[src/rtl/zol_ctrl.sv]
module zol_ctrl #(
  parameter int AW = 16,
  parameter int CW = 8
) (
  input  logic          clk,
  input  logic          rst_n,
  input  logic          rpt_valid,
  input  logic          rpt_block,
  input  logic [CW-1:0] rpt_count,
  input  logic [AW-1:0] rpt_start,
  input  logic [AW-1:0] rpt_end,
  input  logic [AW-1:0] fetch_pc,
  output logic          next_pc_valid,
  output logic [AW-1:0] next_pc,
  output logic          loop_active,
  output logic          flush_req
);

  localparam logic [CW-1:0] ONE = CW'(1);

  logic          busy_q;
  logic          flush_q;
  logic [AW-1:0] start_q;
  logic [AW-1:0] end_q;
  logic [CW-1:0] left_q;

  logic accept, at_end, final_pass;

  assign accept     = rpt_valid & ~busy_q;
  assign at_end     = busy_q & (fetch_pc == end_q);
  assign final_pass = (left_q == ONE);

  assign next_pc_valid = at_end;
  assign next_pc       = final_pass ? end_q + AW'(1) : start_q;
  assign loop_active   = busy_q & ~(at_end & final_pass);
  assign flush_req     = flush_q;

  always_ff @(posedge clk or negedge rst_n) begin
    if (!rst_n) begin
      busy_q  <= 1'b0;
      flush_q <= 1'b0;
      start_q <= '0;
      end_q   <= '0;
      left_q  <= '0;
    end else begin
      flush_q <= accept;
      if (accept) begin
        busy_q  <= 1'b1;
        start_q <= rpt_start;
        end_q   <= rpt_block ? rpt_end : rpt_start;
        left_q  <= (rpt_count == '0) ? ONE : rpt_count;
      end else if (at_end) begin
        if (final_pass) busy_q <= 1'b0;
        else            left_q <= left_q - ONE;
      end
    end
  end

endmodule

[config.mk]
export PLATFORM = sky130hd
export DESIGN_NAME = zol_ctrl
export DESIGN_NICKNAME = d
export VERILOG_FILES = /design/src/rtl/zol_ctrl.sv
export SDC_FILE = /design/constraint.sdc
export NUM_CORES = 1
export LEC_CHECK = 0
export ABC_AREA = 0
export CORE_UTILIZATION = 50
export DETAILED_ROUTE_END_ITERATION = 6
export PLACE_DENSITY = 0.87
export SETUP_SLACK_MARGIN = 0.02
export SLEW_MARGIN = 20
export SYNTH_ARGS = -nofsm -noshare
export SYNTH_HDL_FRONTEND = slang
export SYNTH_SLANG_ARGS = --single-unit
[constraint.sdc]
create_clock -name clk -period 4.5 [get_ports clk]
set_input_delay 0.9 -clock clk [delete_from_list [all_inputs] [get_ports clk]]
set_output_delay 0.9 -clock clk [all_outputs]
set_load 0.005 [all_outputs]
### After elaboration in Yosys (flattened, before gate mapping)

Index checks and enable logic that the tools add are counted.

| storage, ports and cells | value |
|---|---|
| register bits | 42 |

| cells by class | value |
|---|---|
| muxes and demuxes | 9 |
| reduce and logical (&&, ||, !) cells | 5 |
| add/subtract/negate cells | 2 |
| bitwise logic cells | 6 |
| equal/unequal tests | 3 |

Operator list:

| kind | number |
|---|---|
| $mux 16 | 2 |
| $mux 8 | 4 |
| $add 16x1->16 const B | 1 |
| $eq 16x16->1 | 1 |
| $eq 8x1->1 const B | 1 |
| $logic_not 8->1 | 1 |
| $sub 8x1->8 const B | 1 |
| $and 1x1->1 | 4 |
| $reduce_and 2->1 | 2 |
| $reduce_bool 2->1 | 2 |
| $mux 1 | 3 |
| $ne 2x2->1 const B | 1 |
| $not 1->1 | 2 |

### Depth between registers and ports, before layout

Gate-level depths: netlist of the first run.

| logic depth | value |
|---|---|
| depth in word-level cells | 5 |
| depth in mapped cells | 8 |
| depth with buffers taken out | 7 |

### Least setup slack after synthesis of the first run

OpenSTA, ideal clock, no wires.

| path | value |
|---|---|
| kind | in2out |
| start point | input port fetch_pc[14] |
| end point | output port loop_active |
| stages on the path | 6 |
| setup slack | 1,775 ps |
| data required time | 3,600 ps |
| data arrival time | 1,825 ps |
| path through | xnor2_1 nand3_1 nor4_4 nand2_2 buf_6 o21a_1 |

| on the way | value |
|---|---|
| longest elaborated chain between the ends | 5 |

Ends and longest elaborated chain:

| item | line | text |
|---|---|---|
| start: declaration | 12 | `input logic [AW-1:0] fetch_pc,` |
| $eq 16x16->1 | 30 | `assign at_end = busy_q & (fetch_pc == end_q);` |
| $and 1x1->1 | 30 |  |
| $and 1x1->1 | 35 | `assign loop_active = busy_q & ~(at_end & final_pass);` |
| $not 1->1 | 35 |  |
| $and 1x1->1 | 35 |  |
| end: declaration | 15 | `output logic loop_active,` |

No other way between the ends.

### Worst setup path in the final report of the first run

| path | value |
|---|---|
| start point | input port fetch_pc[12] |
| end point | output port loop_active |

Same word-level chain as after synthesis.

==> results by group, run 1 <==
Timing
  • RSZ-0062 raised after global routing: no
  • Period Utilization, post-route: 83.36%
  • Final hold violation count: 0
  • Final Skew: about 0.0055 ns
  • Worst-Margin Slew: slightly above 1 ns
  • Setup-failing EPs final: 0
  • Final min period: about 3.8 ns
  • Final slew viol count: 0
  • Max_slew headroom: 31.93%
  • Final worst slack: 0.7490 ns
  • Fmax: roughly 270 MHz
  • Setup TNS: 0 ns

Clocking
  • Reg clk slew, reported paths: approximately 0.08 ns
  • H-tree Lvls: 2
  • CTS max path bufs: 2
  • Clk_lat worst skew: 0.30 ns
  • Cts bufs inserted: 5
  • Setup bufs post-CTS: 0
  • CTS root buf: clkbuf_8
  • Clk sinks: 42
  • CTS Hold Bufs: 0
  • CTS tree: done
  • Post_cts resized: 0

GRT
  • Pin count of the biggest net entering global routing: 61
  • All-Layer GR Usage: 26.66%
  • Grt total ovfl: 0
  • Vias in the first global route: around 2.3k
  • Global-route wire length before repair: 10730 um
  • Initial antenna violation count: 0

Critical path
  • Crit path kind: input pin to output pin
  • Worst setup EP type: output pin
  • Critical Path Source Type: input pin
  • Req. time, crit path: approximately 3.6 ns
  • Crit path arrival time: around 2.9 ns
  • CP max FO: 11

Floorplan
  • Number of core rows: 25
  • Num ports: around 80
  • Initial Utilization: between 50% and 60%
  • DIE WIDTH: between 70 and 80 um
  • Core area: 0.004817 mm2
  • Die H: about 73 um
  • Die area: 0.005371 mm2

Yosys
  • Net Count, Synth: approximately 370
  • Synth Area per Inst: between 8 and 9 um2
  • Gate Count Post-Synth: slightly above 300
  • Register area share after synthesis: about two fifths
  • Register bit total from synthesis: 42
  • Synthesized area: 0.002541 mm2
  • YS warnings: 0
  • Synth unique cells: 34

Drt
  • DR WL/cell: ~15 um
  • DR vias: around 2.4k
  • Routed vias/inst: ~5.5
  • Final ANT Viol Nets: 0
  • DR DRC count: 0
  • DRT Pass-1 Iters: 4
  • Routed wire length: roughly 6500 um
  • 1st-iter DRT viols: about 150

Pwr
  • Peak VDD IR: ~230 uV
  • Leak: 1.491 nW
  • PwrDens: 404.2 mW/mm2
  • Tot Pwr: between 0.001 and 0.0015 W

Placed design
  • Routability cong.: 0.7926
  • I/O Buffers: 78
  • Worst slack at placement: 0.7507 ns
  • DP HPWL: around 4800 um
  • # placed instances: about 440

Final layout
  • Layout Nets: approximately 440
  • Area Overhead vs Synth: 34.56%
  • Fin cells: 447
  • Share of layout cells above drive strength 1: 5.000%
  • Fin util: between 70% and 80%
  • Diodes inserted: 0

Run status
  • Status: complete, no violations

Worst hold path
  • Min-delay worst type: flip-flop to flip-flop

Job
  • # Max-Cap Violations: 0
==> synth_stat cells <==
library cell,count,share of area (%)
a31oi_1,1,0.25
nand4_1,8,2.0
or2_2,1,0.25
ha_1,3,1.5
o21ai_0,38,7.5
nor3_1,4,0.79
clkbuf_1,10,1.5
buf_1,4,0.59
xor2_1,8,2.8
or3_1,1,0.25
a211oi_1,1,0.30
buf_2,2,0.39
nor4_4,1,0.84
inv_1,4,0.59
nor4_1,3,0.74
and3_2,1,0.30
nand2_2,1,0.25
clkbuf_2,1,0.20
inv_2,1,0.15
a21oi_1,2,0.39
nand2b_1,2,0.49
buf_6,2,0.89
nand3_1,12,2.4
nor2_1,12,1.8
dfrtp_1,42,41
or4b_1,1,0.39
a31o_2,2,0.69
and3_1,2,0.49
o211ai_1,1,0.30
xnor2_1,23,7.9
nand2_1,98,14
o21a_1,1,0.30
mux2_2,1,0.44
mux2i_1,17,6.7
==> stage by stage <==
step / hold slack (ns) / area, um2
after detailed placement: 0.4627 / 3328
after floorplan: 0.4401 / 2541
after CTS: 0.4823 / 3420
final: 0.4846 / 3420
after global routing: 0.5107 / 3420
after global placement: 0.4520 / 3328
==> cell families (layout without fill, tap and decap cells) <==
kind of cell	after synthesis	in the layout	synth area share, %
and+or+nand+nor	147	147	25.36
AOI/OAI and AO/OA	46	46	9.700
DFF	42	42	41.36
xor gates and xnor gates	31	31	10.68
buffers and inverters	24	93	4.283
muxes	18	18	7.139
adders and majority gates	3	3	1.477
==> layout by cell type (no fill, tap or decap), types with 2 or more instances in the layout <==
master	netlist	routed
xor2_1	8	8
o21ai_0	38	38
nand4_1	8	8
nor4_1	3	3
nor2_1	12	12
mux2i_1	17	17
nand2_1	98	98
clkdlybuf4s50_1	0	77
inv_1	4	4
xnor2_1	23	23
nor3_1	4	4
and3_1	2	2
dfrtp_1	42	42
a21oi_1	2	2
buf_4	0	2
a31o_2	2	2
ha_1	3	3
nand3_1	12	12
clkbuf_8	0	6
==> routing by layer <==
metal / track usage [%] / share of wire [%]
met5: 0 / 0
met4: 7.479 / 2.2
met3: 6.722 / 6.9
met2: 45.78 / 49
met1: 33.36 / 42
==> flip-flops by register name, indices dropped and copies added, names as in the netlist <==
register / count
end_q: 16
start_q: 16
left_q: 8
busy_q: 1
flush_req: 1
==> worst max-delay path: stages <==
cell             delay [ns]
clkdlybuf4s50_1        0.47
xnor2_1                0.12
nand4_1                0.21
nor4_4                 0.28
nand2_2                0.19
o21a_1                 0.23
clkdlybuf4s50_1        0.44
==> final cells by class <==
| cell class | count | area [um2] |
|---|---|---|
| Inverter | 5 | 18.77 |
| Timing Repair Buffer | 80 | 790.8 |
| Multi-Input combinational cell | 245 | 1384 |
| Clock buffer | 7 | 86.33 |
| Tap cell | 67 | 83.83 |
| Sequential cell | 42 | 1051 |
| Fill cell | 386 | 1398 |
| Clock inverter | 1 | 5.005 |
==> report_power, final <==
group          internal, W  leakage (nW)  switching (W)
logic             0.000280         0.929       0.000215
clock network     0.000124        0.0482       0.000134
registers         0.000495         0.515       0.000134
==> final timing paths <==
path	start	endpoint	slack, ns	cells past startpoint
max	fetch_pc[12]	loop_active	0.75	7
min in group asynchronous	rst_n	start_q[7]	0.72	1
max reg2reg	left_q[4]	busy_q	2.43	5
min	start_q[7]	start_q[7]	0.48	2
max in group asynchronous	rst_n	end_q[14]	3.17	1
min reg2reg	start_q[7]	start_q[7]	0.48	2
(Power assumes the default switching activity.)
==> inputs of run 2 (changes only) <==
CORE_UTILIZATION = 42   (was 50)
PLACE_DENSITY = 0.78   (was 0.87)
clock period = 3.3 ns   (was 4.5 ns; I/O delays follow)
==> run 2 against run 1 <==
  * Critical path depth is the same
  * Global-route usage shrank 5.6 points
  * First-iteration DRC count shrank 32%
  * Final cell count grew 3.1%
  * Count of clock-buffer cells in the layout is the same
  * Register-to-register slack lost 1.1 ns
  * Sequential share of layout area shrank 0.65 points
  * Design area grew 2.3%
  * Worst hold slack lost 0.0060 ns
  * Highest routed layer unchanged
==> results by group, run 2 (synthesis results as in run 1) <==
Run status
  • Status: complete, no violations

Pwr
  • PwrDens: 529.9 mW/mm2 (+31%)
  • Tot Pwr: 0.001853 W (+34%)
  • Leak: 1.535 nW (+2.9%)
  • Peak VDD IR: 281.9 uV (+23%)

Drt
  • 1st-iter DRT viols: 104 (-32%)
  • Final ANT Viol Nets: 0 (unchanged)
  • Metal2 WL: 3092 um (-4.1%)
  • Met1 WL: 2812 um (+3.2%)
  • DR DRC count: 0 (unchanged)
  • Routed vias/inst: 5.030 (-8.0%)
  • Highest routed metal layer: met4
  • DR WL/cell: 13.53 um (-7.6%)
  • DR vias: 2319 (-5.1%)
  • Routed wire length: 6239 um (-4.7%)
  • DRT Pass-1 Iters: 4 (unchanged)
  • Metal3 WL: 310 um (-32%)

Critical path
  • Critical Path Source Type: input pin
  • Crit path arrival time: 2.44 ns (-0.41 ns)
  • Req. time, crit path: 2.64 ns (-0.96 ns)
  • Worst setup EP type: output pin
  • Number of cells on the worst reg-to-reg path: 7 (+2)
  • FF-to-FF Start: end_q[11]
  • Critical path origin: fetch_pc[0]
  • CP max FO: 3 (-8)
  • Crit path kind: input pin to output pin

Final layout
  • Area occupied by registers: 0.001052 mm2 (+0.12%)
  • Layout Nets: 451 (+2.0%)
  • Largest registers: end_q (16), start_q (16), left_q (8)
  • Area of the multi-input gates: 0.001386 mm2 (+0.18%)
  • Most frequent cells in the layout: 98 x nand2_1, 77 x clkdlybuf4s50_1, 41 x dfrtp_1, 38 x o21ai_0, 23 x xnor2_1
  • Final-layout fill cell count: 506 (+31%)
  • Area Overhead vs Synth: 37.62%
  • Diodes inserted: 0 (unchanged)
  • Share of layout cells above drive strength 1: 7.712% (+2.7 points)
  • Commonest non-fill, non-tap cell in the layout: nand2_1

Clocking
  • Cts bufs inserted: 5 (unchanged)
  • Clk sinks: 42 (unchanged)
  • CTS Hold Bufs: 0 (unchanged)
  • CTS tree: done
  • CTS max path bufs: 2 (unchanged)
  • H-tree Lvls: 2 (unchanged)
  • Reg clk slew, reported paths: 0.08 ns (about the same)
  • Clk_lat worst skew: 0.28 ns (-0.02 ns)
  • CTS root buf: clkbuf_8

GRT
  • All-Layer GR Usage: 21.10% (-5.6 points)
  • Grt total ovfl: 0 (unchanged)
  • Pin count of the biggest net entering global routing: 61 (unchanged)
  • Vias in the first global route: 2313 (+2.1%)
  • Initial antenna violation count: 0 (unchanged)
  • Global-route wire length before repair: 10410 um (-3.0%)

Floorplan
  • Initial Utilization: 44.78% (-8.0 points)
  • Core area: 0.005675 mm2 (+18%)
  • Number of core rows: 27 (+8.0%)
  • Num ports: 79 (unchanged)
  • Die H: 79.79 um (+8.9%)
  • DIE WIDTH: 79.79 um (+8.9%)
  • Die area: 0.006366 mm2 (+19%)

Placed design
  • I/O Buffers: 78 (unchanged)
  • DP HPWL: 4717 um (-0.75%)
  • Routability cong.: 0.8135 (+2.6%)

Worst hold path
  • Worst hold start: start_q[1]
  • Hold path cells: 2 (unchanged)
  • Min-delay worst type: flip-flop to flip-flop

Timing
  • Final hold violation count: 0 (unchanged)
  • Period Utilization, post-route: 93.96%
  • Fmax: 322.5 MHz
  • Max_slew headroom: 36.61% (+4.7 points)
  • Worst-Margin Slew: 0.9508 ns (-0.06713 ns)
  • Setup-failing EPs final: 0 (unchanged)
  • RSZ-0062 raised after global routing: no
  • Final min period: between 3 and 4 ns
  • Setup TNS: 0 ns (unchanged)
  • Final slew viol count: 0 (unchanged)
  • Final Skew: 0.004464 ns (-0.001063 ns)

Job
  • # Max-Cap Violations: 0 (unchanged)
==> run 2: stage by stage <==
stage	utilization, %	instances	hold slack (ns)	instance area (um2)	setup WS [ns]
6_report	61.62	461	0.4786	3497	0.1994
5_1_grt	61.62	461	0.5165	3497	0.04558
4_1_cts	61.42	460	0.4814	3486	0.03195
3_5_place_dp	59.81	452	0.4616	3395	0.1842
3_3_place_gp	59.81	452	0.4546	3395	0.2289
2_1_floorplan	-	311	0.3644	2541	1.055
==> run 2: timing repair <==
action / in CTS / in global routing
endpoints found under the setup margin: 0 / 2
resized for setup: 0 / 2
setup buffers: 0 / 1
==> run 2: power by group <==
group          internal, W  switching (W)
clock network     0.000169       0.000168
logic             0.000384       0.000283
registers         0.000676       0.000174
==> run 2: path summary, 6_finish.rpt <==
path	slack, ns	endpoint
setup / recovery	0.20	loop_active
hold / removal	0.48	start_q[1]
setup reg to reg	1.30	left_q[7]
hold reg to reg	0.48	start_q[1]
max in group asynchronous	2.12	end_q[0]
min in group asynchronous	0.52	start_q[9]
==> run 2: layout make-up <==
| class | count | share of cell area (%) |
|---|---|---|
| multi-input cells | 245 | 39.64 |
| flip-flops and latches | 42 | 30.09 |
| repair buffers | 89 | 24.54 |
| well taps | 72 | 2.576 |
| clock buffers | 7 | 2.469 |
| inverters | 5 | 0.5367 |
| clock inverters | 1 | 0.1431 |
==> run 2: per-layer routing <==
layer  global-route usage (%)  vias to the layer above
met1                    27.54                     1058
met3                    3.657                        2
li1                         -                     1188
met2                    36.58                       71
met4                    4.286                        0
met5                        0                        -
==> run 2: critical path, cell delays in order <==
cell	delay, ns
clkdlybuf4s50_1	0.48
xnor2_1	0.11
nand3_1	0.18
nor4_4	0.28
nand2_2	0.11
o21a_1	0.19
clkdlybuf4s50_1	0.44
==> inputs of run 3 (changes only) <==
PLACE_DENSITY = 0.76   (was 0.78)
==> run 3 against run 2 <==
  * Clock skew grew 0.0016 ns
  * Count of clock-buffer cells in the layout shrank 2
  * Combinational power grew 0.6%
  * Worst setup slack lost 0.033 ns
  * Worst hold slack gained 0.00087 ns
  * Largest cell class unchanged
==> results by group, run 3 (synthesis results as in run 1) <==
Run status
  • Status: complete, no violations

Drt
  • DR WL/cell: 14.10 um (+4.2%)
  • 1st-iter DRT viols: 85 (-18%)
  • Final ANT Viol Nets: 0 (unchanged)
  • DR DRC count: 0 (unchanged)
  • Routed wire length: 6456 um (+3.5%)
  • Routed vias/inst: 5.133 (+2.0%)
  • DR vias: 2351 (+1.4%)
  • DRT Pass-1 Iters: 5 (+1)

Final layout
  • Diodes inserted: 0 (unchanged)
  • Area Overhead vs Synth: 36.78%
  • Fin cells: 458 (-0.65%)
  • Most frequent cells in the layout: 98 x nand2_1, 77 x clkdlybuf4s50_1, 41 x dfrtp_1, 38 x o21ai_0, 23 x xnor2_1
  • Layout Nets: 449 (-0.44%)
  • Share of layout cells above drive strength 1: 7.513% (-0.20 points)
  • Commonest non-fill, non-tap cell in the layout: nand2_1
  • Post-route cell area: 0.003476 mm2 (-0.61%)
  • Largest registers: end_q (16), start_q (16), left_q (8)

Timing
  • Final Skew: 0.006039 ns (+0.001574 ns)
  • Setup TNS: 0 ns (unchanged)
  • RSZ-0062 raised after global routing: no
  • Worst-Margin Slew: 0.9686 ns (+0.01782 ns)
  • Fmax: 319.1 MHz (-1.1%)
  • Final hold violation count: 0 (unchanged)
  • Final slew viol count: 0 (unchanged)
  • Final worst slack: 0.1660 ns (-0.03345 ns)
  • Final min period: 3.134 ns (+0.03345 ns)
  • Setup-failing EPs final: 0 (unchanged)
  • Max_slew headroom: 35.43% (-1.2 points)
  • Period Utilization, post-route: 94.97% (+1.0 points)

Critical path
  • Crit path kind: flip-flop to output pin
  • Critical Path Source Type: flip-flop
  • Worst setup EP type: output pin
  • FF-to-FF Start: busy_q
  • FF-to-FF setup slack: 1.30 ns (about the same)
  • Req. time, crit path: 2.64 ns (about the same)
  • Worst path bufs/invs: 2 (unchanged)
  • Cells along the critical path: nand4_1, nor4_1, buf_4, nand3_1, xor2_1, o21ai_0, clkdlybuf4s50_1
  • Crit path arrival time: 2.47 ns (+0.03 ns)
  • Critical-path top delay cell: clkdlybuf4s50_1
  • Number of cells on the worst reg-to-reg path: 5 (-2)
  • Worst path max stage delay: 0.54 ns (+0.06 ns)
  • Delay-heaviest family, CP: buffers and inverters
  • CP max FO: 7 (+4)
  • Reg2reg end: left_q[7]

Floorplan
  • Die H: 79.79 um (unchanged)
  • Number of core rows: 27 (unchanged)
  • Die area: 0.006366 mm2 (unchanged)
  • Core area: 0.005675 mm2 (unchanged)
  • Initial Utilization: 44.78% (unchanged)
  • Num ports: 79 (unchanged)
  • DIE WIDTH: 79.79 um (unchanged)

Clocking
  • Clk sinks: 42 (unchanged)
  • Clk_lat worst skew: 0.29 ns (about the same)
  • CTS max path bufs: 2 (unchanged)
  • CTS tree: done
  • CTS Hold Bufs: 0 (unchanged)
  • Cts bufs inserted: 5 (unchanged)
  • Reg clk slew, reported paths: 0.08 ns (about the same)
  • H-tree Lvls: 2 (unchanged)
  • CTS root buf: clkbuf_8

Pwr
  • P_sw: 0.0006389 W (+2.4%)
  • Peak VDD IR: 247.0 uV (-12%)
  • Sequential power share: 46.2% (+0.4 points)
  • Internal power: 0.001202 W (-2.2%)
  • Clock power share: 17.3% (-0.9 points)
  • Comb power frac: 36.5% (+0.5 points)
  • Leak: 1.520 nW (-0.98%)
  • PwrDens: 529.7 mW/mm2 (about the same)
  • Switching Share: 34.70% (+1.0 points)

Worst hold path
  • Hold path cells: 2 (unchanged)
  • Min-delay worst type: flip-flop to flip-flop
  • Worst hold start: start_q[10]
  • Hold EP: start_q[10]

GRT
  • Global-route wire length before repair: 10650 um (+2.2%)
  • Pin count of the biggest net entering global routing: 43 (-30%)
  • Grt total ovfl: 0 (unchanged)
  • Initial antenna violation count: 0 (unchanged)
  • Vias in the first global route: 2293 (-0.86%)
  • All-Layer GR Usage: 21.71% (+0.61 points)

Placed design
  • Routability cong.: 0.7837 (-3.7%)
  • # placed instances: 450 (-0.44%)
  • I/O Buffers: 78 (unchanged)
  • DP HPWL: 4851 um (+2.8%)
  • Cell Area, Placed: 0.003379 mm2 (-0.44%)
  • Worst slack at placement: 0.1954 ns (+0.01123 ns)

Job
  • # Max-Cap Violations: 0 (unchanged)
run 3: worst max path at each step:
| stage | start | to | slack, ns | cells past startpoint |
|---|---|---|---|---|
| CTS | end_q[0] | next_pc[12] | 0.09 | 8 |
| finish | end_q[7] | next_pc[15] | 0.17 | 7 |
| detailed placement | fetch_pc[14] | loop_active | 0.20 | 7 |
| global route | end_q[7] | next_pc[15] | 0.02 | 7 |
| global placement | fetch_pc[0] | loop_active | 0.22 | 7 |
| floorplan | fetch_pc[14] | loop_active | 1.06 | 6 |
run 3: through the flow:
| stage | power [W] | hold slack [ns] | util [%] |
|---|---|---|---|
| detailed placement | 0.001531 | 0.4620 | 59.55 |
| floorplan | 0.001213 | 0.3644 | - |
| CTS | 0.001853 | 0.4823 | 60.93 |
| global placement | 0.001503 | 0.4534 | 59.55 |
| finish | 0.001841 | 0.4795 | 61.24 |
| global route | 0.001991 | 0.5050 | 61.24 |
run 3: layout make-up:
type                       count  area, um2
fill                         500       2200
tap                           72      90.09
inverter                       5      18.77
sequential                    42       1052
multi-input combinational    245       1393
clock buffer                   5      68.82
timing repair buffer          87      843.3
clock inverter                 2      10.01
run 3: power groups by stage:
stage | clock network (W) | logic [W] | registers (W)
2_1_floorplan | 0 | 0.000419 | 0.000795
3_5_place_dp | 0 | 0.000675 | 0.000856
4_1_cts | 0.000327 | 0.000681 | 0.000846
3_3_place_gp | 0 | 0.000658 | 0.000845
5_1_grt | 0.000353 | 0.000759 | 0.000879
6_report | 0.000319 | 0.000671 | 0.000851
run 3: timing repair:
action	CTS	global route
resized for setup	0	3
setup buffers	0	1
setup endpoints to repair	0	7
run 3: worst min-delay path, delay by kind of cell (launching register included):
kind,cells,cell delay (ns)
flops,1,0.35
simple gates,2,0.11
run 3: metal layers:
layer  up-vias  part of all wire (%)  GRT usage, %
li1       1186                     -             -
met1      1086                    45         29.06
met2        75                    49         36.67
met3         4                   5.7         4.114
met4         0                  0.51         4.107
met5         -                     0             0
